File: src/rtl/pdma_pkg.sv
package pdma_pkg;

  localparam int DESC_WORDS   = 4;
  localparam int W_DST        = 0;
  localparam int W_LINK       = 1;
  localparam int W_CTRL       = 2;
  localparam int CTRL_DISCARD = 30;
  localparam int CTRL_IEN     = 31;
  localparam int LINK_LAST    = 0;
  localparam int LEN_MAX_W    = 28;

  typedef struct packed {
    logic [31:0]          dst;
    logic [31:0]          link;
    logic                 last;
    logic                 discard;
    logic                 ien;
    logic [LEN_MAX_W-1:0] len;
  } blk_cfg_t;

  function automatic logic [31:0] link_target(input logic [31:0] w);
    return {w[31:2], 2'b00};
  endfunction

  function automatic logic [31:0] word_after(input logic [31:0] a);
    return a + 32'd4;
  endfunction

  function automatic logic [31:0] word_offset(input logic [31:0] base, input int unsigned k);
    return base + 32'(k * 4);
  endfunction

endpackage

File: src/rtl/pdma_desc_load.sv
module pdma_desc_load
  import pdma_pkg::*;
#(
  parameter int NWORDS = DESC_WORDS
) (
  input  logic        clk,
  input  logic        rst_n,
  input  logic        go,
  input  logic [31:0] ptr,
  output logic        rd_req,
  output logic [31:0] rd_addr,
  input  logic        rd_ack,
  input  logic [31:0] rd_data,
  output logic        done,
  output logic [31:0] base,
  output blk_cfg_t    cfg
);
  localparam int IDX_W = $clog2(NWORDS);
  localparam logic [IDX_W-1:0] LAST_IDX = IDX_W'(NWORDS - 1);

  logic             active;
  logic [IDX_W-1:0] idx;
  logic [31:0]      w_dst, w_link, w_ctrl;

  assign rd_req  = active;
  assign rd_addr = word_offset(base, 32'(idx));

  always_ff @(posedge clk or negedge rst_n) begin
    if (!rst_n) begin
      active <= 1'b0;
      idx    <= '0;
      base   <= '0;
      done   <= 1'b0;
      w_dst  <= '0;
      w_link <= '0;
      w_ctrl <= '0;
    end else if (go) begin
      active <= 1'b1;
      idx    <= '0;
      base   <= ptr;
      done   <= 1'b0;
    end else if (active && rd_ack) begin
      if (idx == IDX_W'(W_DST))  w_dst  <= rd_data;
      if (idx == IDX_W'(W_LINK)) w_link <= rd_data;
      if (idx == IDX_W'(W_CTRL)) w_ctrl <= rd_data;
      if (idx == LAST_IDX) begin
        active <= 1'b0;
        done   <= 1'b1;
      end else begin
        idx <= idx + 1'b1;
      end
    end else begin
      done <= 1'b0;
    end
  end

  always_comb begin
    cfg.dst     = w_dst;
    cfg.link    = link_target(w_link);
    cfg.last    = w_link[LINK_LAST];
    cfg.discard = w_ctrl[CTRL_DISCARD];
    cfg.ien     = w_ctrl[CTRL_IEN];
    cfg.len     = w_ctrl[LEN_MAX_W-1:0];
  end

  // the load completes only after the last word of the descriptor returned
  a_r10_done_after_ack: assert property (@(posedge clk) disable iff (!rst_n)
    $rose(done) |-> $past(rd_ack) && $past(active));

  // no read is outstanding once the load has finished
  a_r10_idle_after_done: assert property (@(posedge clk) disable iff (!rst_n)
    done |-> !rd_req);

endmodule

File: src/rtl/pdma_blk_track.sv
module pdma_blk_track
  import pdma_pkg::*;
#(
  parameter int LEN_W = 16
) (
  input  logic             clk,
  input  logic             rst_n,
  input  logic             load,
  input  blk_cfg_t         cfg,
  input  logic             step,
  input  logic             force_last,
  output logic [31:0]      cur_addr,
  output logic [31:0]      next_ptr,
  output logic [LEN_W-1:0] rem,
  output logic             discard,
  output logic             ien,
  output logic             last,
  output logic             rem_zero
);

  always_ff @(posedge clk or negedge rst_n) begin
    if (!rst_n) begin
      cur_addr <= '0;
      next_ptr <= '0;
      rem      <= '0;
      discard  <= 1'b0;
      ien      <= 1'b0;
      last     <= 1'b0;
    end else if (load) begin
      cur_addr <= cfg.dst;
      next_ptr <= cfg.link;
      rem      <= cfg.len[LEN_W-1:0];
      discard  <= cfg.discard;
      ien      <= cfg.ien;
      last     <= cfg.last;
    end else begin
      if (step) begin
        cur_addr <= word_after(cur_addr);
        rem      <= rem - 1'b1;
      end
      if (force_last) last <= 1'b1;
    end
  end

  assign rem_zero = (rem == '0);

  // each word taken in uses one unit of length and one word of address
  a_r5_len_step: assert property (@(posedge clk) disable iff (!rst_n)
    step && !load |=> rem == $past(rem) - 1'b1);
  a_r5_addr_step: assert property (@(posedge clk) disable iff (!rst_n)
    step && !load |=> cur_addr == $past(cur_addr) + 32'd4);

  // a stop request is never forgotten within a block
  a_r11_last_sticky: assert property (@(posedge clk) disable iff (!rst_n)
    force_last && !load |=> last);

endmodule

File: src/rtl/pdma_push.sv
module pdma_push
  import pdma_pkg::*;
#(
  parameter int LEN_W = 16
) (
  input  logic             clk,
  input  logic             rst_n,
  input  logic [1:0]       start_cmd,
  input  logic             chain_mode,
  input  logic [31:0]      head_addr,
  input  logic [LEN_W-1:0] dir_len,
  input  logic             dir_discard,
  input  logic             stop_req,
  input  logic             in_valid,
  input  logic [31:0]      in_data,
  output logic             in_ready,
  output logic             mem_wr_en,
  output logic [31:0]      mem_wr_addr,
  output logic [31:0]      mem_wr_data,
  input  logic             mem_wr_ready,
  output logic             desc_rd_req,
  output logic [31:0]      desc_rd_addr,
  input  logic             desc_rd_ack,
  input  logic [31:0]      desc_rd_data,
  output logic [31:0]      desc_ptr,
  output logic             busy,
  output logic             waiting,
  output logic             evt_block_end,
  output logic             evt_stopped,
  output logic             evt_overflow
);

  typedef enum logic [1:0] {ST_IDLE, ST_FETCH, ST_XFER} st_t;

  st_t        st;
  logic       launch, launch_chain, launch_direct;
  logic       blk_end, blk_last, step, chain_q;
  logic       ld_go, ld_done;
  logic [31:0] ld_ptr, ld_base;
  blk_cfg_t   ld_cfg, dir_cfg, trk_cfg;
  logic       trk_load;
  logic [31:0] trk_addr, trk_next;
  logic [LEN_W-1:0] trk_rem;
  logic       trk_discard, trk_ien, trk_last, trk_zero;

  assign launch        = start_cmd[1];
  assign launch_chain  = launch && chain_mode;
  assign launch_direct = launch && !chain_mode;

  always_comb begin
    dir_cfg         = '0;
    dir_cfg.dst     = head_addr;
    dir_cfg.last    = 1'b1;
    dir_cfg.discard = dir_discard;
    dir_cfg.len     = LEN_MAX_W'(dir_len);
  end

  // block boundary: a loaded block with nothing left to take
  assign blk_end  = (st == ST_XFER) && trk_zero && !launch;
  assign blk_last = trk_last || stop_req;

  assign ld_go  = launch_chain || (blk_end && !blk_last);
  assign ld_ptr = launch_chain ? head_addr : trk_next;

  pdma_desc_load #(.NWORDS(DESC_WORDS)) u_load (
    .clk     (clk),
    .rst_n   (rst_n),
    .go      (ld_go),
    .ptr     (ld_ptr),
    .rd_req  (desc_rd_req),
    .rd_addr (desc_rd_addr),
    .rd_ack  (desc_rd_ack),
    .rd_data (desc_rd_data),
    .done    (ld_done),
    .base    (ld_base),
    .cfg     (ld_cfg)
  );

  assign trk_load = launch_direct || (st == ST_FETCH && ld_done && !launch);
  assign trk_cfg  = launch_direct ? dir_cfg : ld_cfg;

  pdma_blk_track #(.LEN_W(LEN_W)) u_trk (
    .clk        (clk),
    .rst_n      (rst_n),
    .load       (trk_load),
    .cfg        (trk_cfg),
    .step       (step),
    .force_last (stop_req && st == ST_XFER),
    .cur_addr   (trk_addr),
    .next_ptr   (trk_next),
    .rem        (trk_rem),
    .discard    (trk_discard),
    .ien        (trk_ien),
    .last       (trk_last),
    .rem_zero   (trk_zero)
  );

  // stream side
  always_comb begin
    case (st)
      ST_IDLE: in_ready = 1'b1;
      ST_XFER: in_ready = !trk_zero && (trk_discard || mem_wr_ready);
      default: in_ready = 1'b0;
    endcase
  end

  assign step        = (st == ST_XFER) && in_valid && in_ready;
  assign mem_wr_en   = (st == ST_XFER) && in_valid && !trk_zero && !trk_discard;
  assign mem_wr_addr = trk_addr;
  assign mem_wr_data = in_data;

  assign evt_overflow  = (st == ST_IDLE) && in_valid;
  assign evt_block_end = blk_end && trk_ien;
  assign evt_stopped   = blk_end && blk_last;

  always_ff @(posedge clk or negedge rst_n) begin
    if (!rst_n) begin
      st       <= ST_IDLE;
      busy     <= 1'b0;
      waiting  <= 1'b0;
      chain_q  <= 1'b0;
      desc_ptr <= '0;
    end else if (launch) begin
      st      <= chain_mode ? ST_FETCH : ST_XFER;
      busy    <= 1'b1;
      waiting <= 1'b1;
      chain_q <= chain_mode;
    end else begin
      case (st)
        ST_FETCH: if (ld_done) begin
          st       <= ST_XFER;
          desc_ptr <= ld_base;
        end
        ST_XFER: if (blk_end) begin
          if (blk_last) begin
            st      <= ST_IDLE;
            busy    <= 1'b0;
            waiting <= 1'b0;
          end else begin
            st <= ST_FETCH;
          end
        end
        default: st <= ST_IDLE;
      endcase
    end
  end

  // both flags follow a launch and clear after the final block
  a_r3_flags_on_launch: assert property (@(posedge clk) disable iff (!rst_n)
    launch |=> busy && waiting);
  a_r3_flags_off_after_stop: assert property (@(posedge clk) disable iff (!rst_n)
    evt_stopped |=> !busy && !waiting);

  // no stream word is taken while a descriptor read is outstanding
  a_r4_no_take_in_fetch: assert property (@(posedge clk) disable iff (!rst_n)
    desc_rd_req |-> !in_ready);

  // dropped words never reach memory and only occur when idle
  a_r9_overflow_idle: assert property (@(posedge clk) disable iff (!rst_n)
    evt_overflow |-> !busy && !mem_wr_en);

  // the single-region block never raises a block-end event
  a_r2_direct_no_blkevt: assert property (@(posedge clk) disable iff (!rst_n)
    evt_block_end |-> chain_q);

  // a stalled write keeps its address until memory accepts it
  a_r14_stall_holds: assert property (@(posedge clk) disable iff (!rst_n)
    mem_wr_en && !mem_wr_ready && !launch |=> mem_wr_addr == $past(mem_wr_addr));

  // a discarding block issues no write
  a_r6_discard_silent: assert property (@(posedge clk) disable iff (!rst_n)
    (st == ST_XFER) && trk_discard |-> !mem_wr_en);

  // the stopped event and a descriptor read cannot begin together
  a_r8_stop_no_fetch: assert property (@(posedge clk) disable iff (!rst_n)
    evt_stopped |=> !desc_rd_req);

  // the visible pointer only moves on a completed descriptor load
  a_r13_ptr_on_load: assert property (@(posedge clk) disable iff (!rst_n)
    !ld_done |=> $stable(desc_ptr));

  // a drained block with nothing left never stalls the stream side
  a_r12_zero_closes: assert property (@(posedge clk) disable iff (!rst_n)
    (st == ST_XFER) && trk_zero && !launch |=> st != ST_XFER || trk_load || $past(trk_load));

endmodule

File: config.mk
export PLATFORM = sky130hd
export DESIGN_NAME = pdma_push
export DESIGN_NICKNAME = d
export VERILOG_FILES = /design/src/rtl/pdma_pkg.sv /design/src/rtl/pdma_desc_load.sv /design/src/rtl/pdma_blk_track.sv /design/src/rtl/pdma_push.sv
export SDC_FILE = /design/constraint.sdc
export NUM_CORES = 1
export LEC_CHECK = 0
export BUFFER_PORTS_ARGS = -buffer_cell sky130_fd_sc_hd__buf_2
export CAP_MARGIN = 25
export CORE_MARGIN = 2
export CORE_UTILIZATION = 62
export CTS_BUF_LIST = sky130_fd_sc_hd__clkbuf_4
export CTS_CLUSTER_SIZE = 16
export DETAILED_ROUTE_END_ITERATION = 7
export GPL_ROUTABILITY_DRIVEN = 0
export GPL_TIMING_DRIVEN = 0
export PLACE_DENSITY = 0.9
export SYNTH_ARGS = -nofsm -noshare
export SYNTH_HDL_FRONTEND = slang
export SYNTH_HIERARCHICAL = 1
export SYNTH_SLANG_ARGS = --single-unit
File: constraint.sdc
create_clock -name clk -period 7.65 [get_ports clk]
set_input_delay 0.765 -clock clk [delete_from_list [all_inputs] [get_ports clk]]
set_output_delay 0.765 -clock clk [all_outputs]
set_load 0.02 [all_outputs]
---- Yosys cells after proc, flatten, opt, wreduce, memory -nomap -nowiden ----
Cells that the tools add are included.
word-level totals
  register bits ........................... 250
  output and inout port bits .............. 136
  logic and storage cells ................. 103
cells by class
  add/sub/neg operators ................... 4
  eq/ne operators ......................... 9
  muxes and demuxes ....................... 28
  bitwise gates (word level) .............. 2
  reduce and logical (&&, ||, !) cells .... 44
operators with widths
  kind                   count
  $mux 32                3
  $mux 95                1
  $add 32x3->32 const B  1
  $add 32x4->32          1
  $mux 16                2
  $logic_and 1x1->1      17
  $logic_not 16->1       1
  $sub 16x1->16 const B  1
  $reduce_and 3->1       5
  $mux 2                 7
  $reduce_bool 2->1      7
  $mux 1                 13
  $eq 2x2->1 const B     3
  $ne 3x3->1 const B     2
  $reduce_and 2->1       3
  $logic_not 1->1        5
  $eq 2x1->1 const B     2
  $logic_not 2->1        2
  $logic_or 1x1->1       4
  $pmux 2 s2             1
  $ne 3x2->1 const B     1
  $add 2x1->2 const B    1
  $ne 2x2->1 const B     1
  $not 1->1              2
  $pmux 1 s2             1

---- Longest topological paths before layout ----
  depth in word-level cells ............... 7
  gate-level depth with buffers ........... 11

---- Hierarchy ----
Netlist, hierarchy kept.
modules (own cells, without submodules)
  module          instances  cells an instance  area an instance (um^2)
  pdma_desc_load  1          369                5,461.5
  pdma_blk_track  1          382                3,986.3
  pdma_push       1          271                3,144.3

---- Worst setup path after synthesis ----
No wires, ideal clock.
  path type ............................... input-to-reg
  start point ............................. input port start_cmd[1]
  end point ............................... register u_trk.next_ptr[0]
  setup time .............................. 125 ps
  data arrival time ....................... 2,793 ps
  required time ........................... 7,525 ps
  path slack .............................. 4,732 ps
  stages on the path ...................... 9
  path buffers ............................ 6
  path through ............................ buf_6 nor4bb_4 buf_6 buf_12 or2_2 clkbuf_1 clkbuf_1 buf_1 mux2_2
on the way
  word-level cells in the longest chain between the ends .. 3
RTL lines
  item                  line                  text
  start, declared       pdma_push.sv:8        input logic [1:0] start_cmd,
  $logic_not 1->1       pdma_push.sv:79       assign trk_load = launch_direct || (st == ST_FETCH && ld_done && !launch);
  $logic_and 1x1->1     pdma_push.sv:79
  $logic_or 1x1->1 *    pdma_push.sv:79
  net trk_load          pdma_push.sv:41       logic trk_load;
  end signal, assigned  pdma_blk_track.sv:31  next_ptr <= cfg.link;
  end, declared         pdma_blk_track.sv:13  output logic [31:0] next_ptr,
Mark *: on every way through the listed nets, which the timed path passes. The rest lies on a longest branch.
A chain may end at the register's enable or synchronous reset.

---- Final worst setup path ----
  start point ............................. register u_trk.rem[8]
  end point ............................... output port evt_block_end
on the way
  word-level cells in the longest chain between the ends .. 4
RTL lines
  item                            line                  text
  start, declared                 pdma_blk_track.sv:14  output logic [LEN_W-1:0] rem,
  start signal, assigned          pdma_blk_track.sv:32  rem <= cfg.len[LEN_W-1:0];
  start signal, assigned          pdma_blk_track.sv:39  rem <= rem - 1'b1;
  $logic_not 16->1                pdma_blk_track.sv:45  assign rem_zero = (rem == '0);
  net trk_zero                    pdma_push.sv:44       logic trk_discard, trk_ien, trk_last, trk_zero;
  $logic_and 1x1->1 (2 in a row)  pdma_push.sv:59       assign blk_end = (st == ST_XFER) && trk_zero && !launch;
  $logic_and 1x1->1               pdma_push.sv:113      assign evt_block_end = blk_end && trk_ien;
  end, declared                   pdma_push.sv:28       output logic evt_block_end,
The timed path passes the listed nets, and every way through them passes these cells.

==> impl_metrics.json <==
{
  "run_status": "finished, final reports clean",
  "fill_cells": 1333,
  "drc": 0,
  "min_to": "u_load/w_link[25]",
  "worst_pin_slew_ps": 739,
  "worstSetupEndpointType": "primary output",
  "cts_resized": 0,
  "power.total_w": 0.00507,
  "fp.dieW_um": 144,
  "arrival_ps": 3160,
  "vias": 9141,
  "synth_warnings": 6,
  "irDropWorstVdd_mv": 0.186,
  "grt_use_met2_pct": 50.0,
  "syn_area_um2": 12100,
  "io_buffers": 223,
  "clk_pin_slew_ps": 70,
  "grtUsageMet1_pct": 40.2,
  "setup_slack_ps": 3730,
  "coreArea_um2": 19300,
  "required_ps": 6880,
  "postLayoutCellArea_um2": 14300,
  "crit-reg2reg-launch": "u_trk/rem[8]",
  "clk_latency_ps": 680,
  "clock_sinks": 235,
  "slew_headroom_pct": 50.7,
  "drv_cap": 0,
  "synth_area_per_cell_um2": 12.3,
  "postCtsSetupBuffers": 0,
  "cts_buffers": 59,
  "place_hpwl_um": 23200,
  "fin_skew_ps": 45.1,
  "tritoncts": "yes",
  "slew_viol_final": 0,
  "grt_max_degree": 115,
  "fin_crit_ps": 3920,
  "startpoint_type": "flip-flop",
  "grt_usage_pct": 30.5,
  "fp.dieH_um": 144,
  "hold_ws_ps": 334,
  "ant_nets": 0,
  "grt_pass1_wl_um": 48400,
  "cts.hold.buffers_added": 1,
  "cellPowerDensity_nw_per_um2": 355,
  "cts_buffer_depth": 3,
  "holdCritStartpoint": "desc_rd_data[25]",
  "p_leak_nw": 6.61,
  "min_period_over_period_pct": 51.3,
  "path_class": "flip-flop to primary output",
  "die_area_um2": 20600,
  "grt_use_met3_pct": 5.66,
  "grt.busiest_layer": "met2",
  "viasPerCell": 5.80,
  "netlist_instances": 986,
  "whs_path_depth": 2,
  "worstHoldPathType": "input pin to flip-flop",
  "cts_max_level": 2,
  "routedWlPerCell_um": 19.8,
  "r2r_cells": 10,
  "row_count": 51,
  "drive_gt1_share_pct": 50.2,
  "r2r_slack_ps": 3920,
  "synthToLayoutAreaGrowth_pct": 18.3,
  "setup_viol": 0,
  "antenna_found_initial": 8,
  "root_buffer": "clkbuf_4",
  "grt_overflow": 0,
  "layout.nets": 1405,
  "fmax_mhz": 255,
  "path_max_fanout": 5,
  "place_area_um2": 13600,
  "r2r-end": "u_load/w_dst[0]",
  "grt_pass1_vias": 9220,
  "tns_ps": 0,
  "dp_slack_ps": 4060,
  "dr.pass1.iters": 5,
  "start_util_pct": 62.7,
  "io_pins": 258,
  "final-hold-violation-count": 0,
  "grt_setup_unrepaired": "false",
  "drt_wl_total_um": 31300,
  "drt_iter0_markers": 644
}
[worst max path at each step]
stage | startpoint | to | slack (ps) | depth (start not counted)
6_report | u_trk/rem[8] | evt_block_end | 3730 | 6
5_1_grt | u_trk/rem[8] | evt_block_end | 3630 | 6
4_1_cts | u_trk/rem[8] | evt_block_end | 3780 | 6
3_5_place_dp | u_trk/rem[8] | u_load/w_dst[1] | 4060 | 10
3_3_place_gp | rst_n | desc_ptr[7] | 1750 | 1
2_1_floorplan | start_cmd[1] | u_trk/next_ptr[0] | 4730 | 9
[critical path, cell delays in order, from the launching register on]
cell      delay (ps)
dfrtp_1          420
or3_1            440
or4_1            530
nor2_1           400
and4bb_2         350
and2_1           190
buf_2            180
[layout by cell type, fill, tap and decap left out, drive strengths merged, types with 3 or more instances in the layout]
cell	count
clkbuf	109
o21ai	30
o31ai	10
xnor2	38
dfrtp	235
or2	3
nor3	8
diode	7
clkinv	5
o211ai	6
xor2	14
mux2	262
or4	19
nor3b	4
ha	8
and2	36
nand4	18
nor2b	3
nor2	32
inv	9
nand2	58
nand3	32
nor4	6
or3	4
a21oi	4
and4	7
buf	295
and3	9
or4b	3
a31oi	11
[power by group]
group / internal [W] / switching [W] / leakage [nW] / total (W)
logic: 0.000934 / 0.000903 / 3.30 / 0.00184
registers: 0.00179 / 0.000454 / 2.90 / 0.00224
clock network: 0.000504 / 0.000487 / 0.404 / 0.000991
[per-layer routing]
layer | wire length [um] | share of wire [%]
met4 | 1160 | 3.7
met2 | 15100 | 48
met3 | 2240 | 7.1
met1 | 12700 | 41
met5 | 13 | 0.042
[area by class of cell]
cell class,instances,area [um^2],area share (%)
Antenna cell,7,17.5,0.123
Buffer,93,602,4.21
Clock buffer,86,646,4.52
Clock inverter,6,26.3,0.184
Inverter,9,33.8,0.236
Multi-Input combinational cell,650,5570,39.0
Sequential cell,235,5880,41.1
Tap cell,265,332,2.32
Timing Repair Buffer,226,1190,8.33
[stage by stage]
| stage | util [%] | std cells |
|---|---|---|
| floorplan | - | 987 |
| global placement | 70.2 | 1475 |
| detailed placement | 70.6 | 1477 |
| CTS | 74.1 | 1570 |
| global route | 74.2 | 1574 |
| finish | 74.2 | 1577 |
[state kept, by name, indices dropped and copies added, names as in the netlist, 2 cells and up]
name	count
u_load/w_ctrl	18
u_load/w_link	31
u_load/w_dst	32
u_trk/rem	16
u_load/idx	2
u_trk/next_ptr	32
st	2
u_trk/cur_addr	32
u_load/base	32
desc_ptr	32
Note: power is estimated with default switching activity, not from simulation.
